**src/rtl/mdrx_pkg.sv**
```systemverilog
package mdrx_pkg;
    localparam int CHAR_MAX = 8;
    localparam int ST_OVR   = 4;
    localparam int ST_TAG   = 5;
    localparam int ST_FERR  = 6;
    localparam int ST_BRK   = 7;

    typedef enum logic [2:0] {
        S_IDLE, S_START, S_DATA, S_TAG, S_STOP, S_HOLD
    } rx_state_e;

    typedef struct packed {
        logic [CHAR_MAX-1:0] data;
        logic                tag;
        logic                ferr;
        logic                brk;
    } rx_char_t;

    typedef struct packed {
        logic [CHAR_MAX-1:0] data;
        logic [7:0]          status;
    } rx_entry_t;

    function automatic logic [7:0] pack_status(rx_char_t c);
        logic [7:0] s;
        s = '0;
        s[ST_TAG]  = c.tag;
        s[ST_FERR] = c.ferr;
        s[ST_BRK]  = c.brk;
        return s;
    endfunction

    function automatic logic [2:0] last_index(logic [1:0] len);
        return {1'b0, len} + 3'd4;
    endfunction
endpackage

```
**src/rtl/mdrx_frame.sv**
```systemverilog
module mdrx_frame
    import mdrx_pkg::*;
#(
    parameter int OSR = 16
) (
    input  logic     clk,
    input  logic     rst,
    input  logic     tick,
    input  logic     rx,
    input  logic [1:0] len_sel,
    output logic     out_valid,
    output rx_char_t out_char
);
    localparam int CW = $clog2(OSR);
    localparam logic [CW-1:0] MID  = CW'(OSR / 2 - 1);
    localparam logic [CW-1:0] LAST = CW'(OSR - 1);

    rx_state_e           state;
    logic [CW-1:0]       cnt;
    logic [2:0]          bidx;
    logic [CHAR_MAX-1:0] shreg;
    logic                tagr;
    logic                bit_due;

    assign bit_due = (cnt == LAST);

    always_ff @(posedge clk) begin
        if (rst) begin
            state     <= S_IDLE;
            cnt       <= '0;
            bidx      <= '0;
            shreg     <= '0;
            tagr      <= 1'b0;
            out_valid <= 1'b0;
            out_char  <= '0;
        end else begin
            out_valid <= 1'b0;
            if (tick) begin
                case (state)
                    S_IDLE: if (!rx) begin
                        state <= S_START;
                        cnt   <= '0;
                    end
                    S_START: begin
                        if (cnt == MID) begin
                            cnt <= '0;
                            if (!rx) begin
                                state <= S_DATA;
                                bidx  <= '0;
                                shreg <= '0;
                            end else begin
                                state <= S_IDLE;
                            end
                        end else begin
                            cnt <= cnt + 1'b1;
                        end
                    end
                    S_DATA: begin
                        if (bit_due) begin
                            cnt         <= '0;
                            shreg[bidx] <= rx;
                            if (bidx == last_index(len_sel)) state <= S_TAG;
                            else bidx <= bidx + 1'b1;
                        end else begin
                            cnt <= cnt + 1'b1;
                        end
                    end
                    S_TAG: begin
                        if (bit_due) begin
                            cnt   <= '0;
                            tagr  <= rx;
                            state <= S_STOP;
                        end else begin
                            cnt <= cnt + 1'b1;
                        end
                    end
                    S_STOP: begin
                        if (bit_due) begin
                            cnt            <= '0;
                            out_valid      <= 1'b1;
                            out_char.data  <= shreg;
                            out_char.tag   <= tagr;
                            out_char.ferr  <= !rx;
                            out_char.brk   <= !rx && !tagr && (shreg == '0);
                            state          <= rx ? S_IDLE : S_HOLD;
                        end else begin
                            cnt <= cnt + 1'b1;
                        end
                    end
                    S_HOLD: if (rx) state <= S_IDLE;
                    default: state <= S_IDLE;
                endcase
            end
        end
    end


    valid_pulse_chk: assert property (@(posedge clk) disable iff (rst)
        out_valid |=> !out_valid);


    brk_ferr_chk: assert property (@(posedge clk) disable iff (rst)
        (out_valid && out_char.brk) |-> (out_char.ferr && out_char.data == '0));


    hold_low_chk: assert property (@(posedge clk) disable iff (rst)
        (out_valid && out_char.ferr) |-> (state == S_HOLD));
endmodule

```
**src/rtl/mdrx_fifo.sv**
```systemverilog
module mdrx_fifo
    import mdrx_pkg::*;
#(
    parameter int DEPTH = 3
) (
    input  logic      clk,
    input  logic      rst,
    input  logic      push,
    input  rx_entry_t push_ent,
    input  logic      pop,
    input  logic      mark_ovr,
    output rx_entry_t head,
    output logic [$clog2(DEPTH+1)-1:0] count
);
    localparam int CNTW = $clog2(DEPTH + 1);
    localparam int PW   = (DEPTH > 1) ? $clog2(DEPTH) : 1;
    localparam logic [PW-1:0]   PMAX = PW'(DEPTH - 1);
    localparam logic [CNTW-1:0] CFULL = CNTW'(DEPTH);

    rx_entry_t     mem [DEPTH];
    logic [PW-1:0] rd_ptr, wr_ptr;
    logic          do_pop, do_push;

    function automatic logic [PW-1:0] ptr_next(logic [PW-1:0] p);
        return (p == PMAX) ? '0 : p + 1'b1;
    endfunction

    function automatic logic [PW-1:0] ptr_prev(logic [PW-1:0] p);
        return (p == '0) ? PMAX : p - 1'b1;
    endfunction

    assign do_pop  = pop && (count != '0);
    assign do_push = push && ((count != CFULL) || do_pop);
    assign head    = mem[rd_ptr];

    always_ff @(posedge clk) begin
        if (rst) begin
            rd_ptr <= '0;
            wr_ptr <= '0;
            count  <= '0;
            for (int i = 0; i < DEPTH; i++) mem[i] <= '0;
        end else begin
            if (do_push) begin
                mem[wr_ptr] <= push_ent;
                wr_ptr      <= ptr_next(wr_ptr);
            end else if (mark_ovr) begin
                mem[ptr_prev(wr_ptr)].status[ST_OVR] <= 1'b1;
            end
            if (do_pop) rd_ptr <= ptr_next(rd_ptr);
            case ({do_push, do_pop})
                2'b10:   count <= count + 1'b1;
                2'b01:   count <= count - 1'b1;
                default: count <= count;
            endcase
        end
    end


    pop_empty_chk: assert property (@(posedge clk) disable iff (rst)
        (count == '0 && pop && !push) |=> (count == '0));


    no_overflow_chk: assert property (@(posedge clk) disable iff (rst)
        (push && !pop && count == CFULL) |=> (count == CFULL));
endmodule

```
**src/rtl/mdrx_top.sv**
```systemverilog
module mdrx_top
    import mdrx_pkg::*;
#(
    parameter int OSR   = 16,
    parameter int DEPTH = 3
) (
    input  logic       clk,
    input  logic       rst,
    input  logic       sample_en,
    input  logic       rxd,
    input  logic       rx_enable,
    input  logic [1:0] len_sel,
    input  logic       pop,
    output logic       rx_ready,
    output logic [7:0] rd_data,
    output logic [7:0] rd_status
);
    localparam int CNTW = $clog2(DEPTH + 1);
    localparam logic [CNTW-1:0] CFULL = CNTW'(DEPTH);

    logic [1:0]      sync;
    logic            frm_valid;
    rx_char_t        frm_char;
    rx_entry_t       ent, head;
    logic [CNTW-1:0] fcount;
    logic            accept, full, push, ovr;

    always_ff @(posedge clk) begin
        if (rst) sync <= 2'b11;
        else     sync <= {sync[0], rxd};
    end

    mdrx_frame #(.OSR(OSR)) u_frame (
        .clk      (clk),
        .rst      (rst),
        .tick     (sample_en),
        .rx       (sync[1]),
        .len_sel  (len_sel),
        .out_valid(frm_valid),
        .out_char (frm_char)
    );

    assign accept     = frm_valid && (rx_enable || frm_char.tag);
    assign full       = (fcount == CFULL);
    assign push       = accept && (!full || pop);
    assign ovr        = accept && full && !pop;
    assign ent.data   = frm_char.data;
    assign ent.status = pack_status(frm_char);

    mdrx_fifo #(.DEPTH(DEPTH)) u_fifo (
        .clk     (clk),
        .rst     (rst),
        .push    (push),
        .push_ent(ent),
        .pop     (pop),
        .mark_ovr(ovr),
        .head    (head),
        .count   (fcount)
    );

    assign rx_ready  = (fcount != '0);
    assign rd_data   = rx_ready ? head.data   : '0;
    assign rd_status = rx_ready ? head.status : '0;


    drop_data_chk: assert property (@(posedge clk) disable iff (rst)
        (frm_valid && !rx_enable && !frm_char.tag && !pop) |=> $stable(fcount));


    keep_all_chk: assert property (@(posedge clk) disable iff (rst)
        (frm_valid && rx_enable && !full && !pop) |=> (fcount == $past(fcount) + 1'b1));


    overrun_keep_chk: assert property (@(posedge clk) disable iff (rst)
        (accept && full && !pop) |=> (fcount == CFULL && rx_ready));
endmodule

```
**config.mk**
```make
export PLATFORM = sky130hd
export DESIGN_NAME = mdrx_top
export DESIGN_NICKNAME = d
export VERILOG_FILES = /design/src/rtl/mdrx_pkg.sv /design/src/rtl/mdrx_frame.sv /design/src/rtl/mdrx_fifo.sv /design/src/rtl/mdrx_top.sv
export SDC_FILE = /design/constraint.sdc
export NUM_CORES = 1
export LEC_CHECK = 0
export BUFFER_PORTS_ARGS = -buffer_cell sky130_fd_sc_hd__clkbuf_2
export CAP_MARGIN = 30
export CORE_MARGIN = 10
export CORE_UTILIZATION = 54
export DETAILED_ROUTE_END_ITERATION = 12
export HOLD_SLACK_MARGIN = 0.12
export PLACE_DENSITY = 0.72
export SYNTH_ARGS = -nofsm -noshare
export SYNTH_HDL_FRONTEND = slang
export SYNTH_SLANG_ARGS = --single-unit
```
**constraint.sdc**
```tcl
create_clock -name clk -period 5.47 [get_ports clk]
set_input_delay 0.2735 -clock clk [delete_from_list [all_inputs] [get_ports clk]]
set_output_delay 0.2735 -clock clk [all_outputs]
set_load 0.05 [all_outputs]
```
# Word-level counts from Yosys, hierarchy flattened
# Memories as Yosys holds them, arrays and structs flattened. A register that Yosys moved wholly into a read port is not among the register bits.
# Cells that the tools add are included.
[word_totals] regBits=39 ramBits=36 output_inout_bits=17 mem_count=1 inputBits=8 elab_cells=133
[classes] n_eq_ne=23 n_mux=50 addsub=8 n_bitwise=2 n_reduce_logical=33 n_lt_le_gt_ge=2
[mem_list] memory="u_fifo.mem" words=3 word_bits=12 rd=1 rd_clocked_by_memory_dff=1 wr=3 line="mdrx_fifo.sv:20" text="rx_entry_t mem [DEPTH];"
[op_table] cell="8-bit two-way mux" count=5
[op_table] cell="3-bit two-way mux" count=12
[op_table] cell="12-bit two-way mux" count=2
[op_table] cell="12-bit OR reduction" count=2
[op_table] cell="2-bit two-way mux" count=9
[op_table] cell="3-bit one-hot mux with 6 select lines" count=1
[op_table] cell="8-bit one-hot mux with 2 select lines" count=1
[op_table] cell="1-bit two-way mux" count=12
[op_table] cell="4-bit two-way mux" count=3
[op_table] cell="4-bit one-hot mux with 3 select lines" count=1
[op_table] cell="2-bit by 1-bit != test with 1-bit output (second input constant)" count=5
[op_table] cell="2-bit != test (second input constant)" count=5
[op_table] cell="1-bit logical AND" count=9
[op_table] cell="3-bit AND reduction" count=3
[op_table] cell="8-bit bitwise mux" count=1
[op_table] cell="2-bit equality test (second input constant)" count=4
[op_table] cell="8-bit logical NOT" count=1
[op_table] cell="8-bit AND reduction" count=1
[op_table] cell="2-bit by 1-bit adder with 2-bit output (second input constant)" count=3
[op_table] cell="3-bit by 2-bit equality test with 1-bit output (second input constant)" count=2
[op_table] cell="3-bit equality test (second input constant)" count=2
[op_table] cell="3-bit one-hot mux with 2 select lines" count=1
[op_table] cell="6-bit AND reduction" count=1
[op_table] cell="2-bit nonzero test" count=3
[op_table] cell="other kinds (21)" count=29

# Logic depth before layout (Yosys ltp)
[logic_depth] depth_word=11 depth_mapped=8 mapped_depth_nobuf=7

# Cells and area by module
# A second synthesis with hierarchy kept.
[hier_totals] hier_cells=453 hier_area_um2=5172.5
[modules_own_cells] module="mdrx_fifo" seq_area_each_um2=2082.0 cells_per_inst=222 n_inst=1 area_each_um2=3354.5
[modules_own_cells] module="mdrx_frame" seq_area_each_um2=620.6 cells_per_inst=203 n_inst=1 area_each_um2=1584.0
[modules_own_cells] module="mdrx_top" seq_area_each_um2=40.0 cells_per_inst=28 n_inst=1 area_each_um2=234.0

# Worst setup path before layout
# No wires, ideal clock.
[synth_timing] kind="register to register" from="reg u_frame.out_char[2] (netlist name)" to="mem u_fifo.mem[3][10] (netlist name) (enable)" setup_slack_ns=3.356 required_ns=5.077 t_arrival_ns=1.721 n_path_buf=1 stages_incl_launch_ff=5 setup_ns=0.393 synth_period_minus_slack_ns=2.114 cell_sequence="dfxtp_1 o21ai_1 or2_2 buf_2 nor3_1"
[synth_rtl] item="from (decl)" line="mdrx_frame.sv:12" text="output rx_char_t out_char"
[synth_rtl] item="to (decl)" line="mdrx_fifo.sv:20"

==> impl_metrics.py <==
metrics = {
    "outcome": {
        "status": "completed",
    },
    "clock_tree": {
        "clock_sinks": 89,
        "clk_root_buffer_cell": "clkbuf_8",
        "clkTransAtPathRegs_ns": 0.09,
        "numCtsBuffers": 9,
        "hold_buffers": 1,
        "ctsResizeCount": 0,
        "htreeDepth": 3,
        "cts.path.max_buffers": 2,
        "cts_setup_buffers": 0,
        "clk_latency_ns": 0.37,
        "cts_tree": "yes",
    },
    "setup_path": {
        "critPathMaxFanout": 12,
        "critPathLaunchType": "flip-flop",
        "crit_required_ns": 5.20,
        "endpoint_kind": "output pin",
        "crit_type": "reg -> out",
        "r2r_slack_ns": 3.31,
        "reg2reg_to": "u_frame.out_char[2]",
        "critPathCapture": "rd_data[1]",
        "crit-reg2reg-launch": "u_frame.cnt[1]",
        "arrival_ns": 2.20,
        "reg2regPathDepth": 5,
    },
    "power": {
        "combPwrFrac_pct": 3.3,
        "p_clk_share_pct": 38.0,
        "pwr-share-seq_pct": 58.8,
        "ir_drop_uv": 133,
        "leakage_nw": 1.57,
        "swShare_pct": 22.7,
        "power_report.internal_total_uw": 950,
        "p_sw_uw": 280,
        "p_per_area_nw_per_um2": 264,
    },
    "floorplanning": {
        "io_pins": 25,
        "initial_utilization_pct": 56.0,
        "fp.dieH_um": 110,
        "die_x_um": 110,
        "dieArea_um2": 12000,
        "core_area_um2": 7770,
        "fp-row-count": 32,
    },
    "cells_and_area": {
        "area_growth_pct": 7.16,
        "num-fill-cells": 666,
        "nNetsFinal": 435,
        "antenna_cells": 0,
        "utilization_pct": 60.0,
        "drive_gt1_share_pct": 15.0,
    },
    "synth": {
        "synth-edff-count": 48,
        "yosysTopAreaCell": "edfxtp_1",
        "syn_inst": 415,
        "syn_avg_cell_area_um2": 10.5,
        "synth_warnings": 0,
        "synth_top_area_share_pct": 33.1,
        "ys.flop_type": "edfxtp_1",
        "ys_types": 54,
        "syn-cell-area_um2": 4350,
        "ys_seq_elements": 89,
        "ys_seq_area_share_pct": 52.0,
        "async_flop_share_pct": 0,
        "ys_top_cells_by_area": "edfxtp_1, dfxtp_1, mux4_2, and2_1, nor2_1",
    },
    "route": {
        "initialDrtViolationCount": 122,
        "antenna_left": 0,
        "wl_um": 7690,
        "route.vias.total": 2851,
        "routed_via_density": 5.40,
        "drc": 0,
        "wl_per_cell_um": 14.6,
        "drt-pass1-iter-count": 4,
    },
    "timing": {
        "relSlewSlack_pct": 39.7,
        "setup_viol": 0,
        "period_needed_ns": 2.48,
        "hold_violations": 0,
        "fmax_mhz": 404,
        "tightest_slew_ns": 0.901,
        "clock_skew_ns": 0.0106,
        "rsz0062_at_grt": "no",
        "fin_tns_setup_ns": 0,
        "fin_hold_ws_ns": 0.349,
        "drv_slew": 0,
        "finalCritPeriodShare_pct": 45.3,
    },
    "place": {
        "hpwl_um": 5460,
        "port-buffer-count": 20,
        "globalplace.congestion": 0.769,
    },
    "global_routing": {
        "grt_pass1_wl_um": 13300,
        "grt_max_degree": 51,
        "grt_use_total_pct": 13.8,
        "antenna_found_initial": 0,
        "globalRouteOverflowTotal": 0,
        "grt_pass1_vias": 2711,
    },
    "job": {
        "maxCapViolCount": 0,
    },
    "worst_hold_path": {
        "worstHoldPathType": "in -> reg",
    },
}
==> critical path, stage by stage, from the launching register on <==
cell,delay [ns]
dfxtp_1,0.82
mux4_2,0.60
nor2b_1,0.15
clkbuf_2,0.28
==> per-layer routing <==
| metal | track usage [%] | vias to the layer above | part of all wire, % |
|---|---|---|---|
| met2 | 21.1 | 38 | 46 |
| met5 | 0 | - | 0 |
| met3 | 2.75 | 9 | 4.1 |
| li1 | - | 1473 | - |
| met1 | 18.9 | 1331 | 48 |
| met4 | 5.67 | 0 | 1.5 |
==> cells by family (layout without fill, tap and decap cells) <==
kind of cell	count (synthesis)	after routing	share of synthesized area, %
and+or+nand+nor	178	178	22.5
DFF	89	89	52.0
AOI/OAI and AO/OA	77	77	11.2
buffers and inverters	45	53	4.83
muxes	14	14	6.67
adders and majority gates	6	6	1.73
xor gates and xnor gates	5	5	1.01
other	1	4	0.0862
==> flip-flops by register name, summed over array words and instances (netlist names), named ones only <==
signal / cells
u_frame.tagr: 1
u_fifo.wr_ptr: 2
u_fifo.mem: 48
u_frame.out_char: 11
u_frame.cnt: 4
u_frame.shreg: 8
sync: 2
u_frame.out_valid: 1
u_fifo.rd_ptr: 2
u_frame.state: 3
u_frame.bidx: 3
u_fifo.count: 2
==> layout by cell type, fill, tap and decap left out, drive strengths merged, types with 18 or more instances in the layout <==
cell,Yosys,routed
nor2,44,44
a21oi,31,31
dfxtp,41,41
clkbuf,19,29
nand2,18,18
edfxtp,48,48
inv,14,19
o21ai,20,20
nor2b,25,25
and2,34,34
==> stage by stage <==
stage / total power, mW / worst slack, ns / cells / instance area (um^2)
2_1_floorplan: 0.770 / 3.36 / 418 / 4360
3_3_place_gp: 0.777 / 3.31 / 511 / 4450
3_5_place_dp: 0.778 / 3.22 / 511 / 4450
4_1_cts: 1.24 / 2.94 / 528 / 4660
5_1_grt: 1.27 / 2.82 / 528 / 4660
6_report: 1.23 / 2.99 / 528 / 4660
==> synth_stat cells, drive strengths merged, types with 3 or more instances <==
cell     n
edfxtp  48
nor2    44
dfxtp   41
and2    34
a21oi   31
nor2b   25
o21ai   20
clkbuf  19
nand2   18
inv     14
buf     12
mux4    12
nand3   10
nand2b   8
or2      8
nand3b   7
ha       6
nand4    6
a211o    5
nor3     4
nor4     4
o32ai    4
xnor2    3
==> worst min-delay path by stage <==
| stage | startpoint | end | slack (ns) | cells after the start |
|---|---|---|---|---|
| after floorplan | rxd | sync[0] | 0.38 | 1 |
| after CTS | sample_en | u_frame.cnt[1] | 0.34 | 4 |
| after global placement | sync[0] | sync[1] | 0.40 | 1 |
| after detailed placement | sync[0] | sync[1] | 0.39 | 1 |
| final | sample_en | u_frame.cnt[1] | 0.35 | 4 |
| after global routing | sample_en | u_frame.cnt[1] | 0.39 | 4 |
==> power by group through the flow <==
stage | Sequential, mW | Clock (mW) | Combinational [mW]
floorplan | 0.732 | 0 | 0.0376
global placement | 0.738 | 0 | 0.0392
detailed placement | 0.739 | 0 | 0.0396
CTS | 0.723 | 0.473 | 0.0402
global route | 0.725 | 0.504 | 0.0444
finish | 0.723 | 0.467 | 0.0400
==> layout make-up <==
class	instances	area, um^2	share of cell area [%]
clock buffer	9	124	2.66
clock inverter	7	81.3	1.74
inverter	14	52.6	1.13
multi-input combinational	284	1890	40.5
sequential	89	2260	48.5
tap	102	128	2.74
timing repair buffer	23	125	2.68
No activity file was read; power rests on OpenSTA's default activity.
